==> src/rtl/dtf_pkg.sv <==
package dtf_pkg;
  typedef enum logic {
    MODE_REUSE  = 1'b0,
    MODE_SAMPLE = 1'b1
  } dtf_mode_e;

  typedef struct packed {
    logic filt_hit;
    logic main_hit;
    logic miss;
    logic promote;
    logic evict;
  } dtf_rsp_t;
endpackage

==> src/rtl/dtf_sampler.sv <==
module dtf_sampler #(
  parameter int          W    = 16,
  parameter int          K_W  = 4,
  parameter logic [W-1:0] SEED = 16'hACE1,
  parameter logic [W-1:0] TAPS = 16'hB400
) (
  input  logic           clk,
  input  logic           rst_n,
  input  logic           adv,
  input  logic [K_W-1:0] k,
  output logic           sel
);
  logic [W-1:0] lfsr_q;
  logic [W-1:0] topbits;
  logic         fb;

  assign fb      = ^(lfsr_q & TAPS);
  assign topbits = lfsr_q >> (W - int'(k));
  assign sel     = (topbits == '0);

  always_ff @(posedge clk) begin
    if (!rst_n)   lfsr_q <= SEED;
    else if (adv) lfsr_q <= {lfsr_q[W-2:0], fb};
  end

  // LFSR must never reach the all-zero lock state
  assert_lfsr_live_R7: assert property (@(posedge clk) disable iff (!rst_n)
    lfsr_q != '0);
endmodule

==> src/rtl/dtf_filter.sv <==
module dtf_filter #(
  parameter int BLK_W = 26,
  parameter int N     = 4
) (
  input  logic             clk,
  input  logic             rst_n,
  input  logic [BLK_W-1:0] look_blk,
  output logic             hit,
  input  logic             touch_en,
  input  logic             ins_en,
  input  logic             inv_en
);
  localparam int IW = $clog2(N);

  logic [BLK_W-1:0] tag_q [N];
  logic [IW-1:0]    age_q [N];
  logic [N-1:0]     vld_q;
  logic [N-1:0]     hit_vec;
  logic [IW-1:0]    hit_idx, victim, tgt;
  logic             found;
  logic             do_touch;

  for (genvar i = 0; i < N; i++) begin : g_cmp
    assign hit_vec[i] = vld_q[i] && (tag_q[i] == look_blk);
  end

  assign hit = |hit_vec;

  always_comb begin
    hit_idx = '0;
    for (int i = 0; i < N; i++)
      if (hit_vec[i]) hit_idx = IW'(i);
  end

  always_comb begin
    victim = '0;
    found  = 1'b0;
    for (int i = 0; i < N; i++) begin
      if (!vld_q[i] && !found) begin
        victim = IW'(i);
        found  = 1'b1;
      end
    end
    if (!found) begin
      for (int i = 0; i < N; i++)
        if (age_q[i] == IW'(N - 1)) victim = IW'(i);
    end
  end

  assign tgt      = ins_en ? victim : hit_idx;
  assign do_touch = ins_en || touch_en;

  always_ff @(posedge clk) begin
    if (!rst_n) begin
      vld_q <= '0;
      for (int i = 0; i < N; i++) begin
        age_q[i] <= IW'(i);
        tag_q[i] <= '0;
      end
    end else begin
      for (int i = 0; i < N; i++) begin
        if (do_touch) begin
          if (IW'(i) == tgt)              age_q[i] <= '0;
          else if (age_q[i] < age_q[tgt]) age_q[i] <= age_q[i] + 1'b1;
        end
        if (ins_en && IW'(i) == victim) begin
          vld_q[i] <= 1'b1;
          tag_q[i] <= look_blk;
        end
        if (inv_en && IW'(i) == hit_idx) vld_q[i] <= 1'b0;
      end
    end
  end

  // a block occupies at most one filter entry
  assert_single_entry_R2: assert property (@(posedge clk) disable iff (!rst_n)
    $onehot0(hit_vec));
  // insertion only happens for a block not already held
  assert_insert_on_absent_R6: assert property (@(posedge clk) disable iff (!rst_n)
    ins_en |-> !hit);
endmodule

==> src/rtl/dtf_main.sv <==
module dtf_main #(
  parameter int IDX_W = 4,
  parameter int TAG_W = 22
) (
  input  logic             clk,
  input  logic             rst_n,
  input  logic [IDX_W-1:0] idx,
  input  logic [TAG_W-1:0] tag,
  input  logic             wr_en,
  output logic             hit,
  output logic             occupied
);
  localparam int SLOTS = 1 << IDX_W;

  logic [TAG_W-1:0] tag_q [SLOTS];
  logic [SLOTS-1:0] vld_q;

  assign occupied = vld_q[idx];
  assign hit      = occupied && (tag_q[idx] == tag);

  always_ff @(posedge clk) begin
    if (!rst_n) begin
      vld_q <= '0;
      for (int i = 0; i < SLOTS; i++) tag_q[i] <= '0;
    end else if (wr_en) begin
      vld_q[idx] <= 1'b1;
      tag_q[idx] <= tag;
    end
  end
endmodule

==> src/rtl/dual_tag_filter.sv <==
module dual_tag_filter #(
  parameter int ADDR_W   = 32,
  parameter int OFFSET_W = 6,
  parameter int IDX_W    = 4,
  parameter int FILT_N   = 4,
  parameter int LFSR_W   = 16,
  parameter int K_W      = 4
) (
  input  logic              clk,
  input  logic              rst_n,
  input  logic              mode_sample,
  input  logic [K_W-1:0]    sample_k,
  input  logic              req_valid,
  output logic              req_ready,
  input  logic [ADDR_W-1:0] req_addr,
  output logic              rsp_valid,
  input  logic              rsp_ready,
  output logic              rsp_filt_hit,
  output logic              rsp_main_hit,
  output logic              rsp_miss,
  output logic              rsp_promote,
  output logic              rsp_evict
);
  import dtf_pkg::*;

  localparam int BLK_W = ADDR_W - OFFSET_W;
  localparam int TAG_W = BLK_W - IDX_W;

  logic [BLK_W-1:0] blk;
  logic [IDX_W-1:0] idx;
  logic [TAG_W-1:0] mtag;
  logic             fire, f_hit, m_hit, m_occ, sel, promote;
  dtf_mode_e        mode;
  dtf_rsp_t         rsp_q, rsp_d;

  assign mode      = dtf_mode_e'(mode_sample);
  assign req_ready = !rsp_valid || rsp_ready;
  assign fire      = req_valid && req_ready;
  assign blk       = req_addr[ADDR_W-1:OFFSET_W];
  assign idx       = blk[IDX_W-1:0];
  assign mtag      = blk[BLK_W-1:IDX_W];
  assign promote   = fire && f_hit && (mode == MODE_REUSE || sel);

  dtf_filter #(.BLK_W(BLK_W), .N(FILT_N)) u_filter (
    .clk      (clk),
    .rst_n    (rst_n),
    .look_blk (blk),
    .hit      (f_hit),
    .touch_en (fire && f_hit && !promote),
    .ins_en   (fire && !f_hit && !m_hit),
    .inv_en   (promote)
  );

  dtf_main #(.IDX_W(IDX_W), .TAG_W(TAG_W)) u_main (
    .clk      (clk),
    .rst_n    (rst_n),
    .idx      (idx),
    .tag      (mtag),
    .wr_en    (promote),
    .hit      (m_hit),
    .occupied (m_occ)
  );

  dtf_sampler #(.W(LFSR_W), .K_W(K_W)) u_sampler (
    .clk   (clk),
    .rst_n (rst_n),
    .adv   (fire),
    .k     (sample_k),
    .sel   (sel)
  );

  always_comb begin
    rsp_d.filt_hit = f_hit;
    rsp_d.main_hit = m_hit && !f_hit;
    rsp_d.miss     = !f_hit && !m_hit;
    rsp_d.promote  = promote;
    rsp_d.evict    = promote && m_occ;
  end

  always_ff @(posedge clk) begin
    if (!rst_n) begin
      rsp_valid <= 1'b0;
      rsp_q     <= '0;
    end else if (fire) begin
      rsp_valid <= 1'b1;
      rsp_q     <= rsp_d;
    end else if (rsp_ready) begin
      rsp_valid <= 1'b0;
    end
  end

  assign rsp_filt_hit = rsp_q.filt_hit;
  assign rsp_main_hit = rsp_q.main_hit;
  assign rsp_miss     = rsp_q.miss;
  assign rsp_promote  = rsp_q.promote;
  assign rsp_evict    = rsp_q.evict;

  assert_one_class_R9: assert property (@(posedge clk) disable iff (!rst_n)
    rsp_valid |-> $countones({rsp_filt_hit, rsp_main_hit, rsp_miss}) == 1);
  assert_promote_needs_fhit_R9: assert property (@(posedge clk) disable iff (!rst_n)
    (rsp_valid && rsp_promote) |-> rsp_filt_hit);
  assert_evict_needs_promote_R9: assert property (@(posedge clk) disable iff (!rst_n)
    (rsp_valid && rsp_evict) |-> rsp_promote);
  assert_stall_hold_R10: assert property (@(posedge clk) disable iff (!rst_n)
    (rsp_valid && !rsp_ready) |=> (rsp_valid && $stable(rsp_q)));
  assert_never_both_R4: assert property (@(posedge clk) disable iff (!rst_n)
    req_valid |-> !(f_hit && m_hit));
endmodule

==> config.mk <==
export PLATFORM = sky130hd
export DESIGN_NAME = dual_tag_filter
export DESIGN_NICKNAME = d
export VERILOG_FILES = /design/src/rtl/dtf_pkg.sv /design/src/rtl/dtf_sampler.sv /design/src/rtl/dtf_filter.sv /design/src/rtl/dtf_main.sv /design/src/rtl/dual_tag_filter.sv
export SDC_FILE = /design/constraint.sdc
export NUM_CORES = 1
export LEC_CHECK = 0
export BUFFER_PORTS_ARGS = -buffer_cell sky130_fd_sc_hd__buf_2
export CAP_MARGIN = 25
export CORE_MARGIN = 2
export CORE_UTILIZATION = 40
export CTS_BUF_LIST = sky130_fd_sc_hd__clkbuf_4 sky130_fd_sc_hd__clkbuf_8
export DETAILED_ROUTE_END_ITERATION = 8
export GPL_ROUTABILITY_DRIVEN = 0
export MAX_ROUTING_LAYER = met4
export PLACE_DENSITY_LB_ADDON = 0.1
export SKIP_LAST_GASP = 1
export SLEW_MARGIN = 20
export SYNTH_ARGS = -nofsm -noshare
export SYNTH_HDL_FRONTEND = slang
export SYNTH_SLANG_ARGS = --single-unit
export TNS_END_PERCENT = 100
==> constraint.sdc <==
create_clock -name clk -period 4.55 [get_ports clk]
set_clock_uncertainty 0.1 [all_clocks]
set_input_delay 0 -clock clk [delete_from_list [all_inputs] [get_ports clk]]
set_output_delay 0 -clock clk [all_outputs]
set_load 0.02 [all_outputs]
---- Word level (Yosys, flattened, before mapping) ----
Memory sizes are Yosys's and may differ from the RTL's.
Index checks and enable logic that the tools add are counted.
storage, ports and cells
  bits in registers ....................... 42
  RAM bits ................................ 464
  input bits .............................. 41
  output and inout bits ................... 7
  logic and storage cells ................. 199
  memories ................................ 3
operators by class
  add/sub/neg operators ................... 5
  $lt $le $gt $ge ......................... 6
  equal/unequal tests ..................... 18
  shifts and indexed selects .............. 1
  muxes and demuxes ....................... 89
  bitwise logic cells ..................... 15
  reduce and logical (&&, ||, !) cells .... 50
memories
  name            words  width  read ports  clocked after Yosys merged registers in  write ports  line              RTL
  u_main.tag_q    16     22     1           0                                        16           dtf_main.sv:15    logic [TAG_W-1:0] tag_q [SLOTS];
  u_filter.tag_q  4      26     4           0                                        4            dtf_filter.sv:15  logic [BLK_W-1:0] tag_q [N];
  u_filter.age_q  4      2      5           0                                        4            dtf_filter.sv:16  logic [IW-1:0] age_q [N];
operator list
  kind                                                         count
  equality test 26 bit                                         4
  two-way mux 26 bit                                           4
  two-way mux 1 bit                                            63
  two-way mux 2 bit                                            18
  >> shifter 16 x 32 -> 16 bit                                 1
  logical AND 1 bit                                            26
  equality test 22 bit                                         1
  two-way mux 22 bit                                           1
  OR reduction 22 bit                                          1
  logical NOT 16 bit                                           1
  OR 16 bit                                                    1
  XOR reduction 16 bit                                         1
  equality test 2 bit (first input constant)                   6
  OR 1 bit                                                     12
  logical NOT 1 bit                                            9
  adder 2 x 1 -> 2 bit (second input constant)                 4
  equality test 2 bit (second input constant)                  4
  less-than comparator 2 bit                                   4
  OR reduction 2 bit                                           4
  equality test 1 x 2 -> 1 bit (first input constant)          3
  logical NOT 2 bit                                            3
  subtractor 5 x 4 -> 6 bit (first input constant)             1
  less-than comparator 4 x 5 -> 1 bit (second input constant)  1
  binary-select mux 1 bit (select 4 bit)                       1
  other kinds (7)                                              10

---- Logic depth before layout (Yosys ltp) ----
Gate-level depths: netlist of the first run.
An unclocked memory read counts as a cell.
  word-level depth ........................ 23
  gate-level depth with buffers ........... 17
  gate-level depth less buffers ........... 13

---- Modules after synthesis ----
From an unflattened synthesis of the first run, not the netlist that was laid out.
unflattened totals
  cells, all modules ...................... 1,768
  area total of the unflattened synthesis .. 24,449.7 µm²
by module, submodules not included
  module           instances  cells each  area an instance (µm²)  seq. area each (µm²)
  dtf_main         1          1,097       16,913.7                10,890.4
  dtf_filter       1          542         6,398.6                 3,443.3
  dtf_sampler      1          95          873.3                   320.3
  dual_tag_filter  1          34          264.0                   120.1

---- Least setup slack after synthesis of the first run ----
No wires, ideal clock.
  kind .................................... in2reg
  start ................................... input req_addr[9]
  end ..................................... memory u_filter.tag_q[1][0], enable pin
  setup time .............................. 0.445 ns
  arrival ................................. 4.173 ns
  data required time ...................... 4.005 ns
  slack ................................... -0.168 ns
  stages on the path ...................... 12
  buffers on the path ..................... 4
  path through ............................ buf_2 buf_4 buf_4 mux4_2 mux4_2 xor2_1 nor2_1 and4_4 a21oi_1 nand2_1 clkbuf_1 o21ai_0
RTL lines
  item                line                   RTL
  start: declaration  dual_tag_filter.sv:15  input logic [ADDR_W-1:0] req_addr,
  end: declaration    dtf_filter.sv:15

==> flow_metrics.tcl, run 1 <==
set metrics [dict create \
    critPathKind "in2reg" \
    cp.arrival_ps 4740 \
    fp.dieH_um 255 \
    fmax_ghz 0.227 \
    whs_path_depth 3 \
    pre_cts_ws_ps 36.6 \
    worst_hold_path.endpoint "u_filter.tag_q[3][2]" \
    antenna_found_initial 4 \
    pwr-share-clk_pct 38.8 \
    synth_top_family_by_area "simple AND/OR/NAND/NOR gates" \
    finalCritPeriodShare_pct 97.0 \
    seqCellArea_um2 14800 \
    clk_latency_ps 690 \
    muxShareOfSynthArea_pct 9.62 \
    cts_buffer_depth 3 \
    synth-adder-area-share_pct 0.339 \
    drc 0 \
    finalMaxSlewViolations 0 \
    crit_required_ps 4870 \
    min-delay-start "req_addr[8]" \
    maxCapViolCount 0 \
    r2r_start "u_main.tag_q[13][16]" \
    r2r_cells 11 \
    power.internal_uw 7780 \
    synthXorXnorAreaFrac_pct 4.39 \
    core_um2 61900 \
    grt_pass1_vias 17200 \
    antenna_left 0 \
    synthSimpleGateAreaFrac_pct 17.9 \
    tns_ps 0 \
    comb_power_share_pct 10.4 \
    cts-resized-gates 0 \
    synth_edf_count 464 \
    hold_viol 0 \
    dr.pass1.iters 7 \
    netlist_instances 1930 \
    ff2ff_setup_slack_ps 190 \
    die-area_um2 64800 \
    overflow 0 \
    powerDensity_nw_per_um2 364 \
    r2r_end "u_filter.age_q[1][1]" \
    wl_per_cell_um 26.4 \
    htree_levels 3 \
    port_buffers 41 \
    synth_cell_types 89 \
    path_clk_slew_ps 60 \
    grt_use_total_pct 25.0 \
    ys_async_sr_fraction_pct 0 \
    dp.final_hpwl_um 50200 \
    p_switching_uw 2670 \
    die_x_um 255 \
    synth_area_per_cell_um2 13.0 \
    seq_power_share_pct 50.8 \
    grt_pass1_wl_um 114000 \
    fillers 5665 \
    rows 91 \
    setup_violations 0 \
    synth_compound_area_share_pct 4.74 \
    fin_util_pct 46.4 \
    area_growth_pct 14.4 \
    cts_root_buffer "clkbuf_8" \
    rsz0062_at_grt "no" \
    tightest_slew_ps 847 \
    path_max_fanout 14 \
    yosysWarnings 0 \
    synth_flop_cell "edfxtp_1" \
    cts_buffers 89 \
    slew_headroom_pct 42.8 \
    initial_core_util_pct 40.6 \
    grt_max_degree 64 \
    multi_input_area_um2 9370 \
    via_count 16700 \
    setup_slack_ps 139 \
    ir_worst_vdd_v 0.000195 \
    ys_ff_latch 506 \
    dp_cells 2758 \
    stdcell_count 2948 \
    min_period_ps 4410 \
    start_kind "primary input" \
    num_io_pins 48 \
    cts_hold_buf 30 \
    drt-total-wl_um 77800 \
    status "finished clean" \
    hold_path.class "in2reg" \
    seq_area_frac_synth_pct 58.8 \
    power_switching_share_pct 25.6 \
    nNetsFinal 2088 \
    routed_via_density 5.66 \
    syn_nets 1976 \
    drt_iter0_drc 1403 \
    critPathCaptureType "register" \
    cts_tree "yes" \
    cts.sinks 506 \
    drive_above_1_share_pct 20.4 \
    power_leakage_uw 0.0113 \
    post-cts-setup-buffers 0 \
    syn_area_um2 25100 \
]
==> worst max-delay path, stage by stage <==
cell and delay, ps:
dlygate4sd3_1 610, buf_6 210, buf_12 160, buf_4 270, mux4_1 410, a221oi_1 360
a31o_2 170, o311ai_0 290, o31ai_1 210, and4_1 580, a21oi_1 230, o211a_1 180
nor3_1 430, a2111oi_0 160, a2111o_1 450
==> placed cells by master, fill, tap and decap left out, types with 8 or more instances in the layout <==
master           n
clkbuf_4        34
a22oi_1         18
dfxtp_1         42
dlygate4sd3_1   30
o21ai_0         15
nand4_1         30
mux4_2          64
and3_1         174
nor2_1          36
nor3_1          19
nand2b_1        27
mux2i_1         70
mux4_1          10
clkbuf_8        92
nor2b_1          8
xnor2_1         68
buf_4          144
edfxtp_1       464
nor4_1          97
inv_1           17
nand3_1         26
a21o_1          21
clkinv_1        24
buf_2           38
a21oi_1         29
buf_12          10
xor2_1          58
and2_1         220
nand2_1         75
==> synthesized netlist by cell type (5+ instances only) <==
cell type / instances / area share, %
inv_1: 18 / 0.27
edfxtp_1: 464 / 55
xor2_1: 58 / 2.0
mux4_1: 10 / 1.0
nor4_1: 103 / 2.6
a211oi_1: 6 / 0.18
a21o_1: 21 / 0.63
nand3_1: 26 / 0.52
or3_1: 6 / 0.15
nor2_1: 37 / 0.55
a21oi_1: 29 / 0.58
dfxtp_1: 42 / 3.3
nand2b_1: 27 / 0.67
clkbuf_1: 150 / 2.2
buf_2: 22 / 0.44
nor2b_1: 10 / 0.25
mux2i_1: 70 / 2.8
mux4_2: 64 / 5.7
and2_1: 220 / 5.5
buf_4: 7 / 0.21
ha_1: 5 / 0.25
nor3b_1: 5 / 0.15
a22o_1: 6 / 0.21
o21ai_0: 18 / 0.36
buf_6: 8 / 0.36
and3_1: 175 / 4.4
nand4_1: 30 / 0.75
nand2_1: 75 / 1.1
xnor2_1: 68 / 2.4
buf_1: 8 / 0.12
a22oi_1: 18 / 0.54
nor3_1: 20 / 0.40
a31oi_1: 6 / 0.15
==> power by group through the flow <==
stage               Combinational [uW]  Sequential (uW)  Clock (uW)
floorplan                          654             5390           0
global placement                  1060             5400           0
detailed placement                1070             5410           0
CTS                               1090             5310        4150
global route                      1160             5320        4340
finish                            1090             5310        4050
==> final cells by class <==
type	count	share of cell area, %
diodes	2	0.0174
clock buffers	126	5.29
clock inverters	32	0.553
inverters	21	0.274
multi-input cells	1201	32.6
flip-flops and latches	506	51.4
well taps	837	3.64
repair buffers	223	6.20
==> state kept, by name, indices dropped and copies added (netlist names) <==
| name | count |
|---|---|
| rsp_valid | 1 |
| u_filter.vld_q | 4 |
| u_filter.tag_q | 104 |
| u_main.tag_q | 352 |
| rsp_miss | 1 |
| u_sampler.lfsr_q | 16 |
| rsp_promote | 1 |
| rsp_evict | 1 |
| u_filter.age_q | 8 |
| rsp_filt_hit | 1 |
| u_main.vld_q | 16 |
| rsp_main_hit | 1 |
==> logic make-up (layout without fill, tap and decap cells) <==
kind of cell               count (synthesis)  after routing
muxes                                    145            145
DFF                                      506            506
other                                      0              2
AOI/OAI and AO/OA                        163            163
and+or+nand+nor                          760            760
adders and majority gates                  7              7
xor gates and xnor gates                 126            126
buffers and inverters                    223            402
==> metrics by stage <==
stage               total power, uW  hold WS, ps  area, um^2
finish                        10400         27.7       28700
CTS                           10600         12.0       28700
global placement               6460          153       26700
global route                  10800         44.1       28700
detailed placement             6470          165       26800
floorplan                      6040         29.5       25100
==> worst max path at each step <==
stage                                      end  depth (start not counted)  slack [ps]   startpoint
after floorplan           u_filter.tag_q[1][0]                         12        -170  req_addr[9]
after global placement    u_filter.age_q[1][0]                         13          70  req_addr[6]
after detailed placement  u_filter.age_q[1][0]                         13          40  req_addr[6]
after CTS                 u_filter.age_q[2][0]                         17         250  req_addr[7]
after global routing      u_filter.age_q[1][1]                         14          40  req_addr[7]
final                     u_filter.age_q[1][1]                         15         140  req_addr[7]
==> per-layer routing <==
metal  GRT usage, %  up-vias  wire, um
met3           4.13      168      3930
met1           31.9     8510     33500
li1               -     7491         -
met4           10.5        0      3490
met2           39.7      525     36800
met5              -        -         0
No activity file was read; power rests on OpenSTA's default activity.
==> run 2, diff against run 1 <==
--- a/config.mk
+++ b/config.mk
@@ -15,7 +15,7 @@
 export MAX_ROUTING_LAYER = met4
 export PLACE_DENSITY_LB_ADDON = 0.1
 export SKIP_LAST_GASP = 1
-export SLEW_MARGIN = 20
+export SLEW_MARGIN = 10
 export SYNTH_ARGS = -nofsm -noshare
 export SYNTH_HDL_FRONTEND = slang
 export SYNTH_SLANG_ARGS = --single-unit
==> constraint.sdc (replaced) <==
create_clock -name clk -period 4.55 [get_ports clk]
set_clock_uncertainty 0.1 [all_clocks]
set_input_delay 0 -clock clk [delete_from_list [all_inputs] [get_ports clk]]
set_output_delay 0 -clock clk [all_outputs]
set_load 0.05 [all_outputs]
==> run 2 against run 1 <==
  * Count of clock-buffer cells in the layout up 15
  * Largest cell class unchanged
  * Global-route usage barely moved
  * Highest routed layer unchanged
  * Design area is 0.41% higher
  * Via count rose by 0.26%
  * Non-clock buffer count is the same
  * Critical path depth unchanged
==> flow_metrics.tcl, run 2 (synthesis results as in run 1) <==
set metrics [dict create \
    status "finished clean" \
    drt_iter0_drc 1348 \
    drt-total-wl_um 78000 \
    largest_reg_flops 352 \
    rsz0062_at_grt "no" \
    fmax_ghz 0.229 \
    nNetsFinal 2091 \
    cts_buffers 92 \
    drc 0 \
    antenna_found_initial 5 \
    powerDensity_nw_per_um2 370 \
    dr.pass1.iters 5 \
    cts-resized-gates 0 \
    grt_max_degree 64 \
    dp.final_hpwl_um 50200 \
    area_growth_pct 14.9 \
    overflow 0 \
    setup_violations 0 \
    tns_ps 0 \
    grt_use_total_pct 25.0 \
    fp.dieH_um 255 \
    power_leakage_uw 0.0114 \
    largest_register "u_main.tag_q" \
    clk_latency_ps 680 \
    antenna_left 0 \
    htree_levels 3 \
    critPathCaptureType "register" \
    fin_util_pct 46.6 \
    initial_core_util_pct 40.6 \
    rows 91 \
    final_cell_mix "edfxtp_1, and2_1, and3_1" \
    path_max_fanout 11 \
    slew_headroom_pct 45.9 \
    cts_tree "yes" \
    min_period_ps 4380 \
    tightest_slew_ps 801 \
    power_uw 10700 \
    start_kind "primary input" \
    via_count 16700 \
    timing.hold.ws_ps 40.1 \
    finalMaxSlewViolations 0 \
    drive_above_1_share_pct 21.0 \
    die_x_um 255 \
    die-area_um2 64800 \
    cts_buffer_depth 3 \
    dp_cells 2758 \
    port_buffers 41 \
    grt_pass1_wl_um 114000 \
    maxCapViolCount 0 \
    cp.arrival_ps 4700 \
    routed_via_density 5.65 \
    num_io_pins 48 \
    stdcell_count 2960 \
    wl_per_cell_um 26.3 \
    hold_path.class "in2reg" \
    grt_pass1_vias 17200 \
    hold_viol 0 \
    top_regs "u_main.tag_q (352), u_filter.tag_q (104)" \
    path_clk_slew_ps 60 \
    cts.sinks 506 \
    finalCritPeriodShare_pct 96.2 \
    final_common_cell "edfxtp_1" \
    core_um2 61900 \
    cts_root_buffer "clkbuf_8" \
    crit_required_ps 4870 \
    ir_worst_vdd_v 0.000181 \
    critPathKind "in2reg" \
]
[run 2: cell types whose count changed in the layout (fill, tap and decap cells not counted)]
cell        previous run  this run
clkinv_1              24        20
clkinv_2               5         7
inv_6                  1         3
clkinv_8               1         0
clkbuf_8              92        96
clkinvlp_4             4         2
clkbuf_4              34        45
[run 2: per-stage QoR]
stage | setup slack (ps) | area, um^2
final | 174 | 28900
after global routing | 43.7 | 28900
after CTS | 216 | 28900
after detailed placement | -2.87 | 26800
after global placement | 65.7 | 26700
after floorplan | -168 | 25100
[run 2: where the power goes]
group	internal, uW	total [uW]	switching (uW)
Combinational	388	1100	707
Clock	2320	4260	1940
Sequential	5240	5310	68.8
[run 2: per-layer routing]
layer  GRT usage (%)  part of all wire [%]
met3            4.47                   5.5
met1            31.7                    43
met2            39.8                    48
met5               -                     0
met4            10.3                   3.8
[run 2: path summary, 6_finish.rpt]
kind / slack (ps) / from / endpoint / cells past startpoint
setup / recovery: 170 / req_addr[7] / u_filter.age_q[1][1] / 15
hold / removal: 40 / req_addr[8] / u_filter.tag_q[3][2] / 3
setup reg to reg: 220 / u_main.tag_q[13][14] / u_filter.age_q[1][1] / 11
hold reg to reg: 350 / u_main.vld_q[11] / u_main.vld_q[11] / 1
[run 2: worst max-delay path, stage by stage]
cell and delay (ps):
dlygate4sd3_1 600, buf_6 220, buf_12 170, buf_4 210
mux4_2 520, mux2i_1 170, xor2_1 360, nand4_1 260
o41ai_1 130, and4_1 560, a21oi_1 230, o211a_1 180
nor3_1 450, a2111oi_0 170, a2111o_1 450
[run 2: what timing repair did]
| action | in CTS | in global routing |
|---|---|---|
| hold buffers | 30 | 0 |
| setup buffers | 0 | 0 |
| endpoints found under the hold margin | 293 | 0 |
[run 2: area by class of cell]
type	instances	area [um^2]
tap	837	1050
clock buffer	141	1660
inverter	21	78.8
timing repair buffer	223	1780
clock inverter	29	140
antenna	2	5.00
multi-input combinational	1201	9370
sequential	506	14800
fill	5692	33100
